[src/rtl/afp_pkg.sv]
package afp_pkg;
    localparam int ELEM_W     = 16;
    localparam int FRAME_BITS = 64;
    localparam int AUDIO_BITS = 2 * ELEM_W;
    localparam int SLOT_W     = $clog2(FRAME_BITS);

    typedef enum logic [1:0] {
        FMT_FULL  = 2'b00,
        FMT_SHORT = 2'b01,
        FMT_MONO  = 2'b10,
        FMT_FULL2 = 2'b11
    } fmt_e;

    typedef struct packed {
        logic [ELEM_W-1:0] left;
        logic [ELEM_W-1:0] right;
    } stereo_t;

    function automatic logic fmt_is_mono(fmt_e f);
        return f == FMT_MONO;
    endfunction

    function automatic logic fmt_is_short(fmt_e f);
        return f == FMT_SHORT;
    endfunction
endpackage

[src/rtl/afp_slot_timer.sv]
module afp_slot_timer
    import afp_pkg::*;
#(
    parameter int HALF_DIV = 2
) (
    input  logic              clk,
    input  logic              rst,
    input  logic              halt,
    output logic              rise_ev,
    output logic              fall_ev,
    output logic              frame_start,
    output logic              run_nxt,
    output logic [SLOT_W-1:0] slot,
    output logic              sclk,
    output logic              fsync
);
    localparam int PER  = 2 * HALF_DIV;
    localparam int PH_W = (PER > 2) ? $clog2(PER) : 1;

    logic [PH_W-1:0]   ph;
    logic [SLOT_W-1:0] nxt_slot;

    assign rise_ev     = (ph == PH_W'(PER - 1));
    assign fall_ev     = (ph == PH_W'(HALF_DIV - 1));
    assign frame_start = rise_ev && (slot == SLOT_W'(FRAME_BITS - 1));
    assign nxt_slot    = slot + SLOT_W'(1);
    assign run_nxt     = !halt || (nxt_slot <= SLOT_W'(AUDIO_BITS));

    always_ff @(posedge clk) begin
        if (rst) begin
            ph    <= '0;
            slot  <= '0;
            sclk  <= 1'b0;
            fsync <= 1'b0;
        end else begin
            ph <= rise_ev ? '0 : ph + PH_W'(1);
            if (rise_ev) begin
                slot  <= nxt_slot;
                sclk  <= run_nxt;
                fsync <= frame_start;
            end else if (fall_ev) begin
                sclk <= 1'b0;
            end
        end
    end

    // sync only in slot 0
    p_fsync_slot0_r3: assert property (@(posedge clk) disable iff (rst)
        fsync |-> (slot == '0));

    // clock high only in the first half of a slot
    p_sclk_half_r1: assert property (@(posedge clk) disable iff (rst)
        sclk |-> (ph < PH_W'(HALF_DIV)));

    // slot advances only on a bit boundary
    p_slot_step_r1: assert property (@(posedge clk) disable iff (rst)
        !rise_ev |=> $stable(slot));
endmodule

[src/rtl/afp_tx_shifter.sv]
module afp_tx_shifter
    import afp_pkg::*;
#(
    parameter int STAT_W = 8
) (
    input  logic              clk,
    input  logic              rst,
    input  logic              frame_start,
    input  logic              rise_ev,
    input  logic              run_nxt,
    input  logic              mono_new,
    input  stereo_t           cap,
    input  logic [STAT_W-1:0] stat,
    output logic              sdout
);
    localparam int PAD_W = FRAME_BITS - AUDIO_BITS - STAT_W;

    logic [FRAME_BITS-1:0] word;
    logic [FRAME_BITS-1:0] sh;

    always_comb begin
        word = {cap.left, (mono_new ? cap.left : cap.right), stat, PAD_W'(0)};
    end

    always_ff @(posedge clk) begin
        if (rst) begin
            sh    <= '0;
            sdout <= 1'b0;
        end else if (frame_start) begin
            sh    <= word;
            sdout <= 1'b0;
        end else if (rise_ev) begin
            sh    <= {sh[FRAME_BITS-2:0], 1'b0};
            sdout <= run_nxt & sh[FRAME_BITS-1];
        end
    end

    // data moves only with a bit-clock rising event
    p_sdout_on_rise_r4: assert property (@(posedge clk) disable iff (rst)
        (!rise_ev && !frame_start) |=> $stable(sdout));
endmodule

[src/rtl/afp_rx_deser.sv]
module afp_rx_deser
    import afp_pkg::*;
(
    input  logic              clk,
    input  logic              rst,
    input  logic              fall_ev,
    input  logic [SLOT_W-1:0] slot,
    input  logic              framed,
    input  logic              mono,
    input  logic              sdin,
    output stereo_t           pb,
    output logic              pb_valid
);
    logic [AUDIO_BITS-1:0] acc;
    logic [AUDIO_BITS-1:0] word;
    logic                  in_data;
    logic                  last_bit;

    assign word     = {acc[AUDIO_BITS-2:0], sdin};
    assign in_data  = (slot != '0) && (slot <= SLOT_W'(AUDIO_BITS));
    assign last_bit = fall_ev && (slot == SLOT_W'(AUDIO_BITS));

    always_ff @(posedge clk) begin
        if (rst) begin
            acc      <= '0;
            pb       <= '0;
            pb_valid <= 1'b0;
        end else begin
            pb_valid <= 1'b0;
            if (fall_ev && in_data) acc <= word;
            if (last_bit && framed) begin
                pb.left  <= word[AUDIO_BITS-1:ELEM_W];
                pb.right <= mono ? word[AUDIO_BITS-1:ELEM_W] : word[ELEM_W-1:0];
                pb_valid <= 1'b1;
            end
        end
    end

    // mono playback words agree
    p_mono_pair_r7: assert property (@(posedge clk) disable iff (rst)
        (pb_valid && mono) |-> (pb.left == pb.right));
endmodule

[src/rtl/audio_frame_port.sv]
module audio_frame_port
    import afp_pkg::*;
#(
    parameter int HALF_DIV = 2,
    parameter int STAT_W   = 8
) (
    input  logic              clk,
    input  logic              rst,
    input  logic [1:0]        fmt_sel,
    input  logic [ELEM_W-1:0] cap_left,
    input  logic [ELEM_W-1:0] cap_right,
    input  logic [STAT_W-1:0] stat_flags,
    output logic              sclk,
    output logic              fsync,
    output logic              sdout,
    input  logic              sdin,
    output logic [ELEM_W-1:0] pb_left,
    output logic [ELEM_W-1:0] pb_right,
    output logic              pb_valid
);
    fmt_e              cur_fmt;
    logic              framed;
    logic              rise_ev;
    logic              fall_ev;
    logic              frame_start;
    logic              run_nxt;
    logic [SLOT_W-1:0] slot;
    stereo_t           cap;
    stereo_t           pb;

    assign cap.left  = cap_left;
    assign cap.right = cap_right;
    assign pb_left   = pb.left;
    assign pb_right  = pb.right;

    always_ff @(posedge clk) begin
        if (rst) begin
            cur_fmt <= FMT_FULL;
            framed  <= 1'b0;
        end else if (frame_start) begin
            cur_fmt <= fmt_e'(fmt_sel);
            framed  <= 1'b1;
        end
    end

    afp_slot_timer #(.HALF_DIV(HALF_DIV)) timer_i (
        .clk         (clk),
        .rst         (rst),
        .halt        (fmt_is_short(cur_fmt)),
        .rise_ev     (rise_ev),
        .fall_ev     (fall_ev),
        .frame_start (frame_start),
        .run_nxt     (run_nxt),
        .slot        (slot),
        .sclk        (sclk),
        .fsync       (fsync)
    );

    afp_tx_shifter #(.STAT_W(STAT_W)) tx_i (
        .clk         (clk),
        .rst         (rst),
        .frame_start (frame_start),
        .rise_ev     (rise_ev),
        .run_nxt     (run_nxt),
        .mono_new    (fmt_is_mono(fmt_e'(fmt_sel))),
        .cap         (cap),
        .stat        (stat_flags),
        .sdout       (sdout)
    );

    afp_rx_deser rx_i (
        .clk      (clk),
        .rst      (rst),
        .fall_ev  (fall_ev),
        .slot     (slot),
        .framed   (framed),
        .mono     (fmt_is_mono(cur_fmt)),
        .sdin     (sdin),
        .pb       (pb),
        .pb_valid (pb_valid)
    );

    // format changes only at a frame start
    p_fmt_hold_r9: assert property (@(posedge clk) disable iff (rst)
        !frame_start |=> $stable(cur_fmt));

    // short frame keeps clock and data low in the tail
    p_short_quiet_r6: assert property (@(posedge clk) disable iff (rst)
        (fmt_is_short(cur_fmt) && (slot > SLOT_W'(AUDIO_BITS))) |-> (!sclk && !sdout));

    // data line low during the sync slot
    p_sync_slot_quiet_r5: assert property (@(posedge clk) disable iff (rst)
        fsync |-> !sdout);

    // strobe lasts one cycle and sits in slot 32
    p_valid_pulse_r10: assert property (@(posedge clk) disable iff (rst)
        pb_valid |=> !pb_valid);
    p_valid_slot_r10: assert property (@(posedge clk) disable iff (rst)
        pb_valid |-> (slot == SLOT_W'(AUDIO_BITS)));
endmodule

[config.mk]
export PLATFORM = sky130hd
export DESIGN_NAME = audio_frame_port
export DESIGN_NICKNAME = d
export VERILOG_FILES = /design/src/rtl/afp_pkg.sv /design/src/rtl/afp_slot_timer.sv /design/src/rtl/afp_tx_shifter.sv /design/src/rtl/afp_rx_deser.sv /design/src/rtl/audio_frame_port.sv
export SDC_FILE = /design/constraint.sdc
export NUM_CORES = 1
export LEC_CHECK = 0
export BUFFER_PORTS_ARGS = -buffer_cell sky130_fd_sc_hd__buf_2
export CELL_PAD_IN_SITES_DETAIL_PLACEMENT = 1
export CELL_PAD_IN_SITES_GLOBAL_PLACEMENT = 2
export CORE_MARGIN = 8
export CORE_UTILIZATION = 36
export DETAILED_ROUTE_END_ITERATION = 7
export PLACE_DENSITY_LB_ADDON = 0.12
export SKIP_CTS_REPAIR_TIMING = 1
export SLEW_MARGIN = 20
export SYNTH_ARGS = -nofsm -noshare
export SYNTH_HDL_FRONTEND = slang
export SYNTH_SLANG_ARGS = --single-unit
export TNS_END_PERCENT = 30
[constraint.sdc]
create_clock -name clk -period 4.1 [get_ports clk]
set_input_delay 0.615 -clock clk [delete_from_list [all_inputs] [get_ports clk]]
set_output_delay 0.615 -clock clk [all_outputs]
set_load 0.01 [all_outputs]
### Yosys cells after proc, flatten, opt, wreduce, memory -nomap -nowiden

Index checks and enable logic that the tools add are counted.

| word-level totals | value |
|---|---|
| bits in registers | 118 |
| input port bits | 45 |
| logic and storage cells | 43 |
| output and inout bits | 36 |

| cells by class | value |
|---|---|
| bitwise logic cells | 1 |
| eq/ne operators | 7 |
| order comparisons | 2 |
| $add $sub $neg | 2 |
| reductions and logical operators | 12 |
| mux-type cells | 7 |

Operators by type and width:

| kind | number |
|---|---|
| $mux 64 | 2 |
| $mux 16 | 2 |
| $eq 6x6->1 const B | 2 |
| $le 6x6->1 const B | 2 |
| $add 6x1->6 const B | 1 |
| $eq 2x2->1 const B | 3 |
| $reduce_bool 6->1 | 1 |
| $logic_and 1x1->1 | 5 |
| $eq 2x1->1 const B | 2 |
| $reduce_bool 2->1 | 2 |
| $reduce_or 2->1 | 2 |
| $mux 1 | 3 |
| $add 2x1->2 const B | 1 |
| $and 1x1->1 | 1 |
| $logic_not 1->1 | 1 |
| $logic_or 1x1->1 | 1 |

### Longest topological paths before layout

| depth | value |
|---|---|
| depth after elaboration | 4 |
| gate-level depth with buffers | 9 |
| depth with buffers taken out | 6 |

### Cells and area by module

From an unflattened synthesis, not the netlist that was laid out.

| unflattened totals | value |
|---|---|
| cells, all modules | 500 |
| area total of the unflattened synthesis | 5139.9 um2 |

By module, submodules not included:

| module | instances | area an instance (um2) | cells each | sequential area each (um2) |
|---|---|---|---|---|
| afp_rx_deser | 1 | 2521.2 | 251 | 1281.2 |
| afp_tx_shifter | 1 | 2030.7 | 186 | 820.8 |
| afp_slot_timer | 1 | 474.2 | 51 | 200.2 |
| audio_frame_port | 1 | 113.9 | 12 | 60.1 |

### Worst setup path before layout

No wires, ideal clock.

| path | value |
|---|---|
| path kind | input -> register |
| from | input port fmt_sel[1] |
| to | register tx_i.sh[38] |
| library setup time | 0.132 ns |
| setup slack | 2.305 ns |
| buffers on the path | 2 |
| required time | 3.968 ns |
| data arrival time | 1.663 ns |
| cell stages on the path | 6 |
| path through | nor2b_1 > buf_2 > buf_2 > mux2_2 > o211ai_1 > a21oi_1 |

| between the ends | value |
|---|---|
| longest elaborated chain between the ends | 3 |

RTL lines:

| item | RTL line | RTL |
|---|---|---|
| start: declaration | audio_frame_port.sv:9 | `input logic [1:0] fmt_sel,` |
| $eq 2x2->1 | afp_pkg.sv:20 | `return f == FMT_MONO;` |
| $mux 16 | afp_tx_shifter.sv:22 | `word = {cap.left, (mono_new ? cap.left : cap.right), stat, PAD_W'(0)};` |
| $mux 64 | afp_tx_shifter.sv:29 | `end else if (frame_start) begin` |
| end signal: assignment | afp_tx_shifter.sv:30 | `sh <= word;` |
| end signal: assignment | afp_tx_shifter.sv:33 | `sh <= {sh[FRAME_BITS-2:0], 1'b0};` |
| end: declaration | afp_tx_shifter.sv:19 | `logic [FRAME_BITS-1:0] sh;` |

No other way between the ends.
A chain may end at the register's enable or synchronous reset.

### Final worst setup path

| path | value |
|---|---|
| from | register timer_i.ph[0] |
| to | register tx_i.sh[47] |

| between the ends | value |
|---|---|
| longest elaborated chain between the ends | 3 |
| elaborated cells between the ends (all ways) | 4 |
| those cells by class | eq/ne (1); mux (1); reduce/logical (2) |

RTL lines:

| item | RTL line | RTL |
|---|---|---|
| start: declaration | afp_slot_timer.sv:20 | `logic [PH_W-1:0] ph;` |
| start signal: assignment | afp_slot_timer.sv:36 | `ph <= rise_ev ? '0 : ph + PH_W'(1);` |
| $eq 2x2->1 * | afp_slot_timer.sv:23 | `assign rise_ev = (ph == PH_W'(PER - 1));` |
| $logic_and 1x1->1 | afp_slot_timer.sv:25 | `assign frame_start = rise_ev && (slot == SLOT_W'(FRAME_BITS - 1));` |
| $mux 64 / $reduce_bool 2->1 (equally long branches) | n/a |  |

Mark *: on every way between the ends. The rest lies on a longest branch, timed or not.

==> reports/metrics.json <==
{
  "synth": {
    "postSynth.asyncResetShare_pct": 0,
    "synth_area_um2": 5070,
    "synth_nets": 651,
    "synth.ff_latch_count": 118,
    "ys.warnings.count": 0,
    "syn-mean-instance-area_um2": 8.43,
    "synth_edf_count": 0,
    "synth_ff_type": "sky130_fd_sc_hd__dfxtp_1",
    "synth_seq_area_share_pct": 46.6,
    "gate_count_of_the_mapped_netlist": 602,
    "yosys_cell_types": 37
  },
  "worst_setup_path": {
    "worst-endpoint-arrival_ps": 2780,
    "critical_path.max_fanout": 71,
    "crit_path_max_incr_delay_ps": 680,
    "path_cells": "ha_2 > buf_4 > clkinv_1 > a211o_1 > a21oi_1",
    "critical_path.top_delay_family": "buffers and inverters",
    "cpMaxStageDelayCell": "sky130_fd_sc_hd__clkinv_1",
    "crit_required_ps": 4440,
    "start_kind": "flip-flop",
    "crit_path_end_kind": "flip-flop",
    "worstPathBufferInverterCount": 2,
    "start_to_end_type_of_the_worst_setup_path": "flip-flop to flip-flop"
  },
  "detailed_routing": {
    "first_iter_violations": 130,
    "antenna_violating_nets_post_route": 0,
    "finalWirelength_um": 13900,
    "drcViolationCount": 0,
    "vias": 4496,
    "dr.pass1.iters": 5,
    "post_drt_via_cell_ratio": 5.31,
    "wl_per_cell_um": 16.4
  },
  "placed_design": {
    "place.detailed.instances": 815,
    "post_dp_cell_area_um2": 5520,
    "hpwl_um": 9070,
    "port_buffers": 80,
    "gp_congestion": 0.706
  },
  "power_and_ir_drop": {
    "totalPowerFinal_w": 0.00267,
    "cellLeakagePower_nw": 2.34,
    "ir_worst_vdd_mv": 0.243,
    "power_per_cell_area_nw_per_um2": 443
  },
  "clock_tree": {
    "clkTransAtPathRegs_ps": 50,
    "clock_tree_from_tritoncts": "done",
    "clk_root_buffer_cell": "sky130_fd_sc_hd__clkbuf_16",
    "cts_made_buffers": 17,
    "maximum_buffer_depth_of_the_clock_tree": 2,
    "clock-sinks": 118,
    "insertion_delay_ps": 410,
    "h-tree-depth": 4
  },
  "sta": {
    "tightestPinTransition_ps": 986,
    "final_min_period_over_clock_period_pct": 59.4,
    "rsz0062_at_grt": "false",
    "setup_violations": 0,
    "skew_final_ps": 7.38,
    "totalNegativeSetupSlack_ps": 0,
    "slew_limit_headroom_pct": 34.1,
    "clock.fmax_mhz": 411,
    "finalMaxSlewViolations": 0,
    "final.min_clock_period_ps": 2440,
    "hold_viol_final": 0
  },
  "global_route": {
    "first_global_vias": 4714,
    "grt_start_max_net_pins": 81,
    "track_usage_pct": 15.9,
    "number_of_antenna_violations_at_the_first_check_in_global_routing": 0,
    "first_pass_grt_wire_length_um": 23300,
    "grt.overflow.total": 0
  },
  "flow_run": {
    "cap_violations": 0
  },
  "layout": {
    "number_of_fill_cells_in_the_layout": 1631,
    "finish.cell_count_without_fillers": 846,
    "layout.cells.most_common": "sky130_fd_sc_hd__dfxtp_1",
    "multi_input_comb_area_um2": 2440,
    "design.final.nets": 703,
    "post_route_cells_drive_above_1_share_pct": 20.4,
    "final-seq-area_um2": 2360,
    "synthToLayoutAreaGrowth_pct": 19.1,
    "final_cell_mix": "sky130_fd_sc_hd__dfxtp_1 (118), sky130_fd_sc_hd__nand2_1 (105), sky130_fd_sc_hd__buf_2 (79)",
    "design_area_um2": 6040,
    "num_antenna_cells": 0
  },
  "floorplan": {
    "num_rows": 43,
    "die-height_um": 135,
    "initial_utilization_pct": 36.7,
    "fp.dieW_um": 135,
    "design.portCount": 81,
    "core_ar_um2": 13800,
    "dieArea_um2": 18100
  },
  "run_status": {
    "outcome": "completed"
  },
  "worst_hold_path": {
    "worst_min_path_class": "flip-flop to flip-flop"
  }
}
-- flip-flops by register name, summed over array words and instances, names as in the netlist --
name,flops
timer_i.slot,6
timer_i.fsync,1
framed,1
tx_i.sdout,1
tx_i.sh,40
timer_i.sclk,1
cur_fmt,2
rx_i.pb_valid,1
rx_i.pb,32
rx_i.acc,31
timer_i.ph,2
-- metrics by stage --
step / setup WS [ps] / utilization (%) / hold WS, ps
2_1_floorplan: 2300 / - / 434
5_1_grt: 1450 / 43.7 / 459
3_5_place_dp: 1640 / 39.9 / 451
3_3_place_gp: 1730 / 39.9 / 441
6_report: 1660 / 43.7 / 451
4_1_cts: 1640 / 43.7 / 441
-- worst register-to-register path, cell delays in order, from the launching register on --
cell and delay [ps]:
sky130_fd_sc_hd__dfxtp_1 370, sky130_fd_sc_hd__ha_2 190, sky130_fd_sc_hd__buf_4 590, sky130_fd_sc_hd__clkinv_1 690
sky130_fd_sc_hd__a211o_1 420, sky130_fd_sc_hd__a21oi_1 110
-- logic make-up (layout without fill, tap and decap cells) --
family	Yosys count	count (layout)	synth area share, %
compound gates	177	177	22.1
xor+xnor	6	6	1.04
fa+ha+maj	4	4	0.986
buf+inv	63	127	5.62
flops	118	118	46.6
mux	33	33	6.88
simple gates	201	201	16.8
-- per-layer routing --
| layer | GRT usage [%] | share of wire (%) | vias up |
|---|---|---|---|
| met5 | 0 | 0 | - |
| met3 | 3.86 | 3.1 | 14 |
| li1 | - | - | 2216 |
| met2 | 27.3 | 49 | 72 |
| met4 | 6.18 | 1.3 | 0 |
| met1 | 18.6 | 46 | 2194 |
-- cell usage after synthesis, types with 2 or more instances --
cell | count | area, µm²
sky130_fd_sc_hd__mux2i_1 | 18 | 180
sky130_fd_sc_hd__dfxtp_1 | 118 | 2360
sky130_fd_sc_hd__o21ai_0 | 32 | 160
sky130_fd_sc_hd__buf_4 | 3 | 22.5
sky130_fd_sc_hd__or3_1 | 2 | 12.5
sky130_fd_sc_hd__ha_1 | 4 | 50.1
sky130_fd_sc_hd__nand3_1 | 32 | 160
sky130_fd_sc_hd__mux2_2 | 15 | 169
sky130_fd_sc_hd__nand2_1 | 105 | 394
sky130_fd_sc_hd__nor2_1 | 50 | 188
sky130_fd_sc_hd__a311oi_1 | 21 | 184
sky130_fd_sc_hd__xnor2_1 | 4 | 35.0
sky130_fd_sc_hd__clkbuf_1 | 29 | 109
sky130_fd_sc_hd__nor3_1 | 2 | 10.0
sky130_fd_sc_hd__a211o_1 | 2 | 17.5
sky130_fd_sc_hd__buf_6 | 2 | 22.5
sky130_fd_sc_hd__a21oi_1 | 69 | 345
sky130_fd_sc_hd__nand4_1 | 3 | 18.8
sky130_fd_sc_hd__and4_1 | 2 | 17.5
sky130_fd_sc_hd__o21ai_1 | 2 | 10.0
sky130_fd_sc_hd__inv_1 | 6 | 22.5
sky130_fd_sc_hd__a311oi_2 | 2 | 30.0
sky130_fd_sc_hd__xor2_1 | 2 | 17.5
sky130_fd_sc_hd__a211oi_1 | 16 | 120
sky130_fd_sc_hd__a21o_1 | 15 | 113
sky130_fd_sc_hd__o211ai_1 | 15 | 113
sky130_fd_sc_hd__buf_1 | 4 | 15.0
sky130_fd_sc_hd__buf_2 | 18 | 90.1
-- where the power goes --
| part | internal [W] | switching (W) |
|---|---|---|
| Sequential | 0.00117 | 0.0000129 |
| Clock | 0.000828 | 0.000489 |
| Combinational | 0.0000603 | 0.000115 |
| Total | 0.00206 | 0.000617 |
-- path summary, 6_finish.rpt --
check,end,start,slack [ps],depth (start not counted)
setup / recovery,tx_i.sh[47],timer_i.ph[0],1660,5
hold / removal,tx_i.sdout,tx_i.sdout,450,2
setup reg to reg,tx_i.sh[47],timer_i.ph[0],1660,5
hold reg to reg,tx_i.sdout,tx_i.sdout,450,2
-- area by class of cell --
type / instances / share of cell area [%]
Clock buffer: 27 / 8.32
Clock inverter: 4 / 0.331
Inverter: 7 / 0.435
Multi-Input combinational cell: 421 / 40.3
Sequential cell: 118 / 39.1
Tap cell: 180 / 3.73
Timing Repair Buffer: 89 / 7.78
Note: power is estimated with default switching activity, not from simulation.
